**src/rtl/sram_ctrl_pkg.sv**
```systemverilog
package sram_ctrl_pkg;

    typedef enum logic [2:0] {
        ST_IDLE,
        ST_RD_SETUP,
        ST_RD_WAIT,
        ST_RD_CAPTURE,
        ST_WR_SETUP,
        ST_WR_PULSE,
        ST_WR_HOLD,
        ST_TURNAROUND
    } ctrl_state_e;

    // Round a picosecond limit up to whole clocks, never below one clock.
    function automatic int ps_to_clks(input int ps, input int clk_ps);
        int c;
        c = (ps + clk_ps - 1) / clk_ps;
        return (c < 1) ? 1 : c;
    endfunction

    function automatic int max2(input int a, input int b);
        return (a > b) ? a : b;
    endfunction

endpackage

```
**src/rtl/sram_cyc_timer.sv**
```systemverilog
module sram_cyc_timer #(
    parameter int CNT_W = 4
) (
    input  logic             clk,
    input  logic             rst_n,
    input  logic             load,
    input  logic [CNT_W-1:0] load_val,
    output logic [CNT_W-1:0] cnt,
    output logic             zero
);

    always_ff @(posedge clk or negedge rst_n) begin
        if (!rst_n) begin
            cnt <= '0;
        end else if (load) begin
            cnt <= load_val;
        end else if (cnt != '0) begin
            cnt <= cnt - 1'b1;
        end
    end

    assign zero = (cnt == '0);

endmodule

```
**src/rtl/sram_lane_map.sv**
```systemverilog
module sram_lane_map #(
    parameter int DATA_W = 16,
    parameter int LANE_W = 8,
    localparam int LANES = DATA_W / LANE_W
) (
    input  logic              wide,
    input  logic [LANES-1:0]  be,
    input  logic [DATA_W-1:0] wdata,
    input  logic [DATA_W-1:0] dq_in,
    output logic [LANES-1:0]  lane_n,
    output logic [DATA_W-1:0] dq_out,
    output logic [DATA_W-1:0] rd_fmt
);

    for (genvar l = 0; l < LANES; l++) begin : g_lane
        if (l == 0) begin : g_low
            // Lane 0 carries the byte in byte mode.
            assign lane_n[l]                  = wide ? ~be[l] : 1'b0;
            assign dq_out[l*LANE_W +: LANE_W] = wdata[l*LANE_W +: LANE_W];
            assign rd_fmt[l*LANE_W +: LANE_W] = (!wide || be[l]) ?
                                                dq_in[l*LANE_W +: LANE_W] : '0;
        end else begin : g_high
            assign lane_n[l]                  = wide ? ~be[l] : 1'b1;
            assign dq_out[l*LANE_W +: LANE_W] = wide ? wdata[l*LANE_W +: LANE_W] : '0;
            assign rd_fmt[l*LANE_W +: LANE_W] = (wide && be[l]) ?
                                                dq_in[l*LANE_W +: LANE_W] : '0;
        end
    end

endmodule

```
**src/rtl/sram_rd_capture.sv**
```systemverilog
module sram_rd_capture #(
    parameter int DATA_W = 16
) (
    input  logic              clk,
    input  logic              rst_n,
    input  logic              capture,
    input  logic [DATA_W-1:0] data_in,
    output logic              valid,
    output logic [DATA_W-1:0] data
);

    always_ff @(posedge clk or negedge rst_n) begin
        if (!rst_n) begin
            valid <= 1'b0;
            data  <= '0;
        end else begin
            valid <= capture;
            if (capture) begin
                data <= data_in;
            end
        end
    end

    AST_VALID_ONE_CLOCK: assert property (@(posedge clk) disable iff (!rst_n)
        valid |=> !valid);

endmodule

```
**src/rtl/sram_cycle_ctrl.sv**
```systemverilog
module sram_cycle_ctrl
    import sram_ctrl_pkg::*;
#(
    parameter int ADDR_W   = 18,
    parameter int DATA_W   = 16,
    parameter int CLK_PS   = 8000,
    parameter int T_RC_PS  = 70000,
    parameter int T_AA_PS  = 70000,
    parameter int T_OE_PS  = 35000,
    parameter int T_WC_PS  = 70000,
    parameter int T_WP_PS  = 35000,
    parameter int T_AS_PS  = 0,
    parameter int T_WR_PS  = 0,
    parameter int T_DW_PS  = 30000,
    parameter int T_BW_PS  = 30000,
    parameter int T_OHZ_PS = 30000,
    localparam int LANES   = DATA_W / 8
) (
    input  logic              clk,
    input  logic              rst_n,
    input  logic              req_valid,
    output logic              req_ready,
    input  logic              req_write,
    input  logic              req_wide,
    input  logic [ADDR_W:0]   req_addr,
    input  logic [DATA_W-1:0] req_wdata,
    input  logic [LANES-1:0]  req_be,
    output logic              rd_valid,
    output logic [DATA_W-1:0] rd_data,
    output logic [ADDR_W-1:0] mem_addr,
    output logic              mem_bsel,
    output logic              mem_wide,
    output logic              mem_ce_n,
    output logic              mem_ce,
    output logic              mem_we_n,
    output logic              mem_oe_n,
    output logic [LANES-1:0]  mem_lane_n,
    output logic [DATA_W-1:0] mem_dq_out,
    output logic              mem_dq_oe,
    input  logic [DATA_W-1:0] mem_dq_in
);

    // Clock counts derived from the picosecond limits.
    localparam int AA_C  = ps_to_clks(T_AA_PS, CLK_PS);
    localparam int OE_C  = ps_to_clks(T_OE_PS, CLK_PS);
    localparam int RC_C  = ps_to_clks(T_RC_PS, CLK_PS);
    localparam int WC_C  = ps_to_clks(T_WC_PS, CLK_PS);
    localparam int AS_C  = ps_to_clks(T_AS_PS, CLK_PS);
    localparam int WR_C  = ps_to_clks(T_WR_PS, CLK_PS);
    localparam int OHZ_C = ps_to_clks(T_OHZ_PS, CLK_PS);
    localparam int WP_C  = max2(ps_to_clks(T_WP_PS, CLK_PS),
                                max2(ps_to_clks(T_DW_PS, CLK_PS), ps_to_clks(T_BW_PS, CLK_PS)));
    localparam int RDW_C = max2(max2(AA_C - 2, OE_C - 1), max2(RC_C - 2, 1));
    localparam int WH_C  = max2(WR_C, WC_C - AS_C - WP_C);
    localparam int MAX_C = max2(max2(RDW_C, WP_C), max2(max2(WH_C, OHZ_C), AS_C));
    localparam int CNT_W = $clog2(MAX_C + 1);

    ctrl_state_e state_q, state_d;

    logic [ADDR_W:0]   addr_q;
    logic [DATA_W-1:0] wdata_q;
    logic [LANES-1:0]  be_q;
    logic              wide_q;
    logic              last_rd_q;

    logic              tmr_load;
    logic [CNT_W-1:0]  tmr_val;
    logic [CNT_W-1:0]  tmr_cnt;
    logic              tmr_zero;
    logic              capture;
    logic              accept;
    logic [LANES-1:0]  lane_n_map;
    logic [DATA_W-1:0] rd_fmt;

    assign accept = req_valid && (state_q == ST_IDLE);

    sram_cyc_timer #(.CNT_W(CNT_W)) u_timer (
        .clk      (clk),
        .rst_n    (rst_n),
        .load     (tmr_load),
        .load_val (tmr_val),
        .cnt      (tmr_cnt),
        .zero     (tmr_zero)
    );

    sram_lane_map #(.DATA_W(DATA_W), .LANE_W(8)) u_lanes (
        .wide   (wide_q),
        .be     (be_q),
        .wdata  (wdata_q),
        .dq_in  (mem_dq_in),
        .lane_n (lane_n_map),
        .dq_out (mem_dq_out),
        .rd_fmt (rd_fmt)
    );

    sram_rd_capture #(.DATA_W(DATA_W)) u_capture (
        .clk     (clk),
        .rst_n   (rst_n),
        .capture (capture),
        .data_in (rd_fmt),
        .valid   (rd_valid),
        .data    (rd_data)
    );

    // Next-state and timer-load decisions.
    always_comb begin
        state_d  = state_q;
        tmr_load = 1'b0;
        tmr_val  = '0;
        capture  = 1'b0;
        unique case (state_q)
            ST_IDLE: begin
                if (req_valid) begin
                    if (!req_write) begin
                        state_d = ST_RD_SETUP;
                    end else if (last_rd_q) begin
                        state_d  = ST_TURNAROUND;
                        tmr_load = 1'b1;
                        tmr_val  = CNT_W'(OHZ_C - 1);
                    end else begin
                        state_d  = ST_WR_SETUP;
                        tmr_load = 1'b1;
                        tmr_val  = CNT_W'(AS_C - 1);
                    end
                end
            end
            ST_RD_SETUP: begin
                state_d  = ST_RD_WAIT;
                tmr_load = 1'b1;
                tmr_val  = CNT_W'(RDW_C - 1);
            end
            ST_RD_WAIT: begin
                if (tmr_zero) state_d = ST_RD_CAPTURE;
            end
            ST_RD_CAPTURE: begin
                capture = 1'b1;
                state_d = ST_IDLE;
            end
            ST_TURNAROUND: begin
                if (tmr_zero) begin
                    state_d  = ST_WR_SETUP;
                    tmr_load = 1'b1;
                    tmr_val  = CNT_W'(AS_C - 1);
                end
            end
            ST_WR_SETUP: begin
                if (tmr_zero) begin
                    state_d  = ST_WR_PULSE;
                    tmr_load = 1'b1;
                    tmr_val  = CNT_W'(WP_C - 1);
                end
            end
            ST_WR_PULSE: begin
                if (tmr_zero) begin
                    state_d  = ST_WR_HOLD;
                    tmr_load = 1'b1;
                    tmr_val  = CNT_W'(WH_C - 1);
                end
            end
            ST_WR_HOLD: begin
                if (tmr_zero) state_d = ST_IDLE;
            end
        endcase
    end

    // State register and request capture.
    always_ff @(posedge clk or negedge rst_n) begin
        if (!rst_n) begin
            state_q   <= ST_IDLE;
            addr_q    <= '0;
            wdata_q   <= '0;
            be_q      <= '0;
            wide_q    <= 1'b1;
            last_rd_q <= 1'b0;
        end else begin
            state_q <= state_d;
            if (accept) begin
                addr_q  <= req_addr;
                wdata_q <= req_wdata;
                be_q    <= req_be;
                wide_q  <= req_wide;
            end
            if (state_q == ST_RD_CAPTURE) begin
                last_rd_q <= 1'b1;
            end else if (state_q == ST_WR_PULSE) begin
                last_rd_q <= 1'b0;
            end
        end
    end

    // Pin decode from the registered state.
    always_comb begin
        logic sel;
        sel        = 1'b0;
        mem_we_n   = 1'b1;
        mem_oe_n   = 1'b1;
        mem_dq_oe  = 1'b0;
        unique case (state_q)
            ST_IDLE, ST_TURNAROUND: sel = 1'b0;
            ST_RD_SETUP:            sel = 1'b1;
            ST_RD_WAIT, ST_RD_CAPTURE: begin
                sel      = 1'b1;
                mem_oe_n = 1'b0;
            end
            ST_WR_SETUP:            sel = 1'b1;
            ST_WR_PULSE: begin
                sel       = 1'b1;
                mem_we_n  = 1'b0;
                mem_dq_oe = 1'b1;
            end
            ST_WR_HOLD: begin
                sel       = 1'b1;
                mem_dq_oe = (tmr_cnt == CNT_W'(WH_C - 1));
            end
        endcase
        mem_ce_n   = ~sel;
        mem_ce     = sel;
        mem_lane_n = sel ? lane_n_map : '1;
    end

    assign req_ready = (state_q == ST_IDLE);
    assign mem_addr  = addr_q[ADDR_W:1];
    assign mem_bsel  = wide_q ? 1'b0 : addr_q[0];
    assign mem_wide  = wide_q;

    // Checker support: consecutive write-enable-low and output-enable-high clocks.
    logic [CNT_W-1:0] we_lo_cnt;
    logic [CNT_W-1:0] oe_hi_cnt;

    always_ff @(posedge clk or negedge rst_n) begin
        if (!rst_n) begin
            we_lo_cnt <= '0;
            oe_hi_cnt <= CNT_W'(OHZ_C);
        end else begin
            if (!mem_we_n)
                we_lo_cnt <= (we_lo_cnt == CNT_W'(WP_C)) ? we_lo_cnt : we_lo_cnt + 1'b1;
            else
                we_lo_cnt <= '0;
            if (mem_oe_n)
                oe_hi_cnt <= (oe_hi_cnt == CNT_W'(OHZ_C)) ? oe_hi_cnt : oe_hi_cnt + 1'b1;
            else
                oe_hi_cnt <= '0;
        end
    end

    AST_HANDSHAKE_BUSY: assert property (@(posedge clk) disable iff (!rst_n)
        (req_valid && req_ready) |=> !req_ready);

    AST_ADDR_MOVES_WE_HIGH: assert property (@(posedge clk) disable iff (!rst_n)
        !$stable({mem_addr, mem_bsel, mem_wide}) |-> (mem_we_n && $past(mem_we_n)));

    AST_WRITE_SELECTED: assert property (@(posedge clk) disable iff (!rst_n)
        !mem_we_n |-> (!mem_ce_n && mem_ce && mem_oe_n));

    AST_WE_MIN_WIDTH: assert property (@(posedge clk) disable iff (!rst_n)
        (mem_we_n && !$past(mem_we_n)) |-> (we_lo_cnt >= CNT_W'(WP_C)));

    AST_DATA_COVERS_WE: assert property (@(posedge clk) disable iff (!rst_n)
        !mem_we_n |-> mem_dq_oe);

    AST_DATA_HOLD: assert property (@(posedge clk) disable iff (!rst_n)
        (mem_we_n && !$past(mem_we_n)) |-> mem_dq_oe);

    AST_NO_BUS_FIGHT: assert property (@(posedge clk) disable iff (!rst_n)
        mem_dq_oe |-> mem_oe_n);

    AST_TURNOFF_ELAPSED: assert property (@(posedge clk) disable iff (!rst_n)
        mem_dq_oe |-> (oe_hi_cnt >= CNT_W'(OHZ_C)));

endmodule

```
**config.mk**
```make
export PLATFORM = sky130hd
export DESIGN_NAME = sram_cycle_ctrl
export DESIGN_NICKNAME = d
export VERILOG_FILES = /design/src/rtl/sram_ctrl_pkg.sv /design/src/rtl/sram_cyc_timer.sv /design/src/rtl/sram_lane_map.sv /design/src/rtl/sram_rd_capture.sv /design/src/rtl/sram_cycle_ctrl.sv
export SDC_FILE = /design/constraint.sdc
export NUM_CORES = 1
export LEC_CHECK = 0
export CAP_MARGIN = 20
export CORE_MARGIN = 5
export CORE_UTILIZATION = 35
export CTS_BUF_LIST = sky130_fd_sc_hd__clkbuf_8
export DETAILED_ROUTE_END_ITERATION = 10
export HOLD_SLACK_MARGIN = 0.12
export MAX_ROUTING_LAYER = met4
export PLACE_DENSITY_LB_ADDON = 0.12
export SETUP_SLACK_MARGIN = 0.4
export SLEW_MARGIN = 0
export SYNTH_ARGS = -nofsm -noshare
export SYNTH_HDL_FRONTEND = slang
export SYNTH_SLANG_ARGS = --single-unit
```
**constraint.sdc**
```tcl
create_clock -name clk -period 4.3 [get_ports clk]
set_input_delay 0.86 -clock clk [delete_from_list [all_inputs] [get_ports clk]]
set_output_delay 0.86 -clock clk [all_outputs]
set_load 0.005 [all_outputs]
```
Word level (Yosys, flattened, before mapping). Index checks and enable logic that the tools add are counted.

$add $sub $neg: 1. Equal/unequal tests: 14. Muxes and demuxes: 35. Bitwise gates (word level): 3. Reductions and logical operators: 14.

Operators by type and width (number): two-way mux 3 bit (10); two-way mux 8 bit (3); case mux 3 bit (8 select lines) (1); == test 3 bit (second input constant) (4); two-way mux 2 bit (6); != test 2 bit (second input constant) (6); case mux 3 bit (4 select lines) (1); two-way mux 1 bit (11); == test 3 x 2 -> 1 bit (second input constant) (3); zero test 3 bit (2); AND reduction 6 bit (1); OR reduction 6 bit (1); case mux 1 bit (2 select lines) (2); nonzero test 2 bit (2); OR reduction 2 bit (2); == test 3 x 1 -> 1 bit (second input constant) (1); NOT 1 bit (3); case mux 1 bit (3 select lines) (1); nonzero test 3 bit (1); OR reduction 3 bit (1); subtractor 3 x 1 -> 3 bit (second input constant) (1); logical AND 1 bit (2); zero test 1 bit (1); logical OR 1 bit (1).

Flip-flop bits (word level): 62. Output and inout bits: 61. Word-level logic and storage cells: 76.

Logic depth before layout (Yosys ltp).
Depth after elaboration: 5. Mapped depth: 6.

Modules after synthesis. Synthesis repeated with hierarchy kept, for this count alone.

Cells, all modules: 238. Area, all modules: 3084.2 um2.

By module, submodules not included: sram_cycle_ctrl (instances 1, cells an instance 146, area an instance 1961.9 um2, sequential area each 1052.3 um2); sram_rd_capture (instances 1, cells an instance 35, area an instance 674.4 um2, sequential area each 425.4 um2); sram_lane_map (instances 1, cells an instance 36, area an instance 247.7 um2, sequential area each 0.0 um2); sram_cyc_timer (instances 1, cells an instance 21, area an instance 200.2 um2, sequential area each 75.1 um2).

Least setup slack after synthesis. No wires, ideal clock.

Path kind: register to output. Start point: register state_q[0]. End point: output port mem_lane_n[0]. Arrival: 1.053 ns. Required time: 3.440 ns. Setup slack: 2.387 ns. Stages on the path, launching flop included: 5. Buffers on the path: 1. Cell sequence: dfrtp_1 -> clkbuf_1 -> and3_1 -> nor2_1 -> nand2_1.

Longest elaborated chain between the ends: 4. Elaborated cells between the ends (all ways): 12. Those cells by class: eq/ne: 7; mux: 2; reduce/logical: 3.

Ends and longest elaborated chain: start: declaration (line sram_cycle_ctrl.sv:58) `ctrl_state_e state_q, state_d;`; start signal: assignment (line sram_cycle_ctrl.sv:176) `state_q <= state_d;`; == test 3 x 2 -> 1 bit, or another cell as far along (line sram_cycle_ctrl.sv:198) `unique case (state_q)`; OR reduction 6 bit (no source line) / OR reduction 2 bit (equally long branches); case mux 1 bit (2 select lines) * (line sram_cycle_ctrl.sv:198); via mem_ce (line sram_cycle_ctrl.sv:34) `output logic mem_ce,`; two-way mux 2 bit * (line sram_cycle_ctrl.sv:218) `mem_lane_n = sel ? lane_n_map : '1;`; end: declaration (line sram_cycle_ctrl.sv:37) `output logic [LANES-1:0] mem_lane_n,`.

Mark *: on every way through the listed nets, which the timed path passes. The rest lies on a longest branch.

Worst setup path in the final report.
Start point: register u_timer.cnt[0]. End point: output port mem_dq_oe.

Longest elaborated chain between the ends: 2.

Ends and longest elaborated chain: start: declaration (line sram_cyc_timer.sv:8) `output logic [CNT_W-1:0] cnt,`; start signal: assignment (line sram_cyc_timer.sv:16) `cnt <= load_val;`; start signal: assignment (line sram_cyc_timer.sv:18) `cnt <= cnt - 1'b1;`; == test 3 x 2 -> 1 bit (line sram_cycle_ctrl.sv:213) `mem_dq_oe = (tmr_cnt == CNT_W'(WH_C - 1));`; case mux 1 bit (2 select lines) (line sram_cycle_ctrl.sv:198); end: declaration (line sram_cycle_ctrl.sv:39) `output logic mem_dq_oe,`.

No other way between the ends.

==> impl_metrics.json <==
{
  "cpMaxStageDelayCell": "clkdlybuf4s50_1",
  "ys.flop_type": "dfrtp_1",
  "finalMaxSlewViolations": 0,
  "hold_viol_final": 0,
  "yosysSeqAreaShare": 0.532,
  "pre_cts_ws_ns": 1.77,
  "wl_per_cell_um": 14.4,
  "ctsLongestPathBuffers": 2,
  "end_kind": "output pin",
  "synthCells": 258,
  "crit_buf_inv": 2,
  "portBuffers": 118,
  "holdWs_ns": 0.482,
  "path_max_fanout": 4,
  "synth_most_common_cell": "dfrtp_1",
  "reg2reg_slack_ns": 2.36,
  "area_growth_pct": 42.0,
  "rows": 33,
  "clk_pin_slew_ns": 0.07,
  "async_reset_ff_frac": 1.00,
  "holdPathStages": 2,
  "setup-violations-final": 0,
  "hold_buffers": 0,
  "crit_required_ns": 3.44,
  "worstPathArrival_ns": 1.93,
  "grt_pass1_vias": 2142,
  "design.die.area_um2": 10300,
  "cts_buffers": 9,
  "path_cells": "inv_1 -> ha_1 -> nor4bb_1 -> nor2_1 -> nor2_1 -> clkdlybuf4s50_1",
  "synth-edff-count": 0,
  "grt_overflow": 0,
  "htreeDepth": 3,
  "hpwlAfterDp_um": 4790,
  "drtIter0Drc": 36,
  "cts-root-buf": "clkbuf_8",
  "cts_tree": "yes",
  "die_y_um": 101,
  "r2r_start": "state_q[0]",
  "hp-class": "reg2reg",
  "dr.pass1.iters": 4,
  "wl_um": 6600,
  "numClockSinks": 62,
  "yosys.area.top_type": "dfrtp_1",
  "cts_resized": 0,
  "synth_cell_types": 35,
  "p_leak_nw": 1.80,
  "netlist_area_um2": 2920,
  "nFillCells": 762,
  "whs_endpoint": "u_capture.data[4]",
  "antenna_found_initial": 0,
  "synth_area_leaders": "dfrtp_1 (52%), mux2_2 (12%), buf_4 (7.2%), nand2_1 (5.3%), mux2_4 (4.6%)",
  "core-area_um2": 8180,
  "crit_family": "buffers and inverters",
  "dieWidth_um": 101,
  "finalSetupTns_ns": 0,
  "ant_nets": 0,
  "worst_slack_ns": 1.51,
  "syn_avg_cell_area_um2": 11.3,
  "synth-seq-cells": 62,
  "drv_cap": 0,
  "fin_crit_ns": 2.79,
  "power_density_nw_per_um2": 654,
  "clock-skew-final_ns": 0.0104,
  "drc": 0,
  "hold_path.startpoint": "u_capture.data[4]",
  "crit_top_cell": "nor2_1",
  "avgViaCountPerCell": 4.58,
  "via_count": 2099,
  "yosysTopAreaCellShare": 0.523,
  "irDropWorstVdd_mv": 0.299,
  "synth.top_cells.by_count": "dfrtp_1 (61), nand2_1 (41), mux2_2 (30)",
  "crit_path_start_kind": "flip-flop",
  "worst_path_largest_cell_delay_ns": 0.50,
  "syn_nets": 319,
  "worst_pin_slew_ns": 0.933,
  "path_class": "reg2out",
  "nets": 410,
  "diodes": 0,
  "status": "finished clean",
  "fmax_mhz": 359,
  "grt_max_degree": 43,
  "cts_setup_buffers": 0,
  "r2r_end": "wdata_q[12]",
  "clk_latency_ns": 0.33,
  "rsz0062_at_grt": "false",
  "ff2ff_path_depth": 3,
  "boundaryPins": 119,
  "finalCritPeriodShare": 0.648,
  "max_slew_margin": 0.378,
  "grt.total_usage": 0.137,
  "drive_above_1_share": 0.167,
  "grt_pass1_wl_um": 10700,
  "start_util": 0.357,
  "yosysWarnings": 0,
  "gp_congestion": 0.851
}
==> flip-flops by register name (all words and copies together), names as in the netlist <==
signal,count
last_rd_q,1
u_capture.valid,1
be_q,2
state_q,3
addr_q,19
wdata_q,16
u_capture.data,16
mem_wide,1
u_timer.cnt,3
==> cell families (layout without fill, tap and decap cells) <==
kind of cell,Yosys count,in the layout,synth area share
compound gates,35,35,0.0716
fa+ha+maj,3,3,0.0129
buf+inv,46,141,0.105
flops,62,62,0.532
mux,39,39,0.162
simple gates,73,73,0.116
==> per-layer routing <==
metal,vias to the layer above,track usage,routed length [um]
met5,-,-,0
met4,0,0.0552,79
met3,8,0.0337,457
met2,75,0.193,2860
met1,1003,0.188,3200
li1,1013,-,-
==> per-stage QoR <==
stage | power [W] | area, um^2 | std cells | utilization
after floorplan | 0.00170 | 2920 | 258 | -
after global placement | 0.00223 | 3950 | 443 | 0.483
after detailed placement | 0.00225 | 3950 | 443 | 0.483
after CTS | 0.00276 | 4140 | 458 | 0.506
after global routing | 0.00293 | 4140 | 458 | 0.506
final | 0.00271 | 4140 | 458 | 0.506
==> layout by cell type, fill, tap and decap left out, types with 2 or more instances in the layout <==
cell / Yosys / final
a21oi_1: 4 / 4
ha_1: 3 / 3
nor2_1: 9 / 9
o21ai_0: 19 / 19
o211ai_1: 2 / 2
clkinv_2: 0 / 2
nand2_1: 41 / 41
clkbuf_8: 0 / 10
nand2b_1: 2 / 2
inv_1: 7 / 8
dfrtp_1: 61 / 61
mux2_2: 30 / 30
and2_1: 9 / 9
mux2_4: 9 / 9
nand3_1: 2 / 2
nor2b_1: 5 / 5
o21a_1: 2 / 2
clkdlybuf4s50_1: 0 / 117
==> power by group <==
part | total [W] | internal, W | switching [W]
combinational | 0.00116 | 0.000777 | 0.000381
clock | 0.000495 | 0.000276 | 0.000219
sequential | 0.00105 | 0.000865 | 0.000190
total | 0.00271 | 0.00192 | 0.000790
==> final cells by class <==
class	count	area, um^2	area share
flip-flops and latches	62	1550	0.375
repair buffers	119	1180	0.286
clock buffers	10	138	0.0332
clock inverters	5	51.3	0.0124
multi-input cells	150	1060	0.255
well taps	105	131	0.0317
inverters	7	26.3	0.00635
==> tightest hold or removal path, stage by stage (launching register included) <==
cell and delay, ns:
dfrtp_1 0.34, nand2_1 0.05, o21ai_0 0.06
==> how the worst max path moves through the flow <==
stage / from / endpoint / slack [ns] / cells after the start
final: u_timer.cnt[0] / mem_dq_oe / 1.51 / 6
after global routing: mem_wide / mem_lane_n[1] / 1.35 / 3
after CTS: mem_wide / mem_lane_n[1] / 1.48 / 3
after detailed placement: req_valid / wdata_q[15] / 1.77 / 3
after global placement: req_valid / addr_q[7] / 1.79 / 3
after floorplan: state_q[0] / mem_lane_n[0] / 2.39 / 4
No activity file was read; power rests on OpenSTA's default activity.
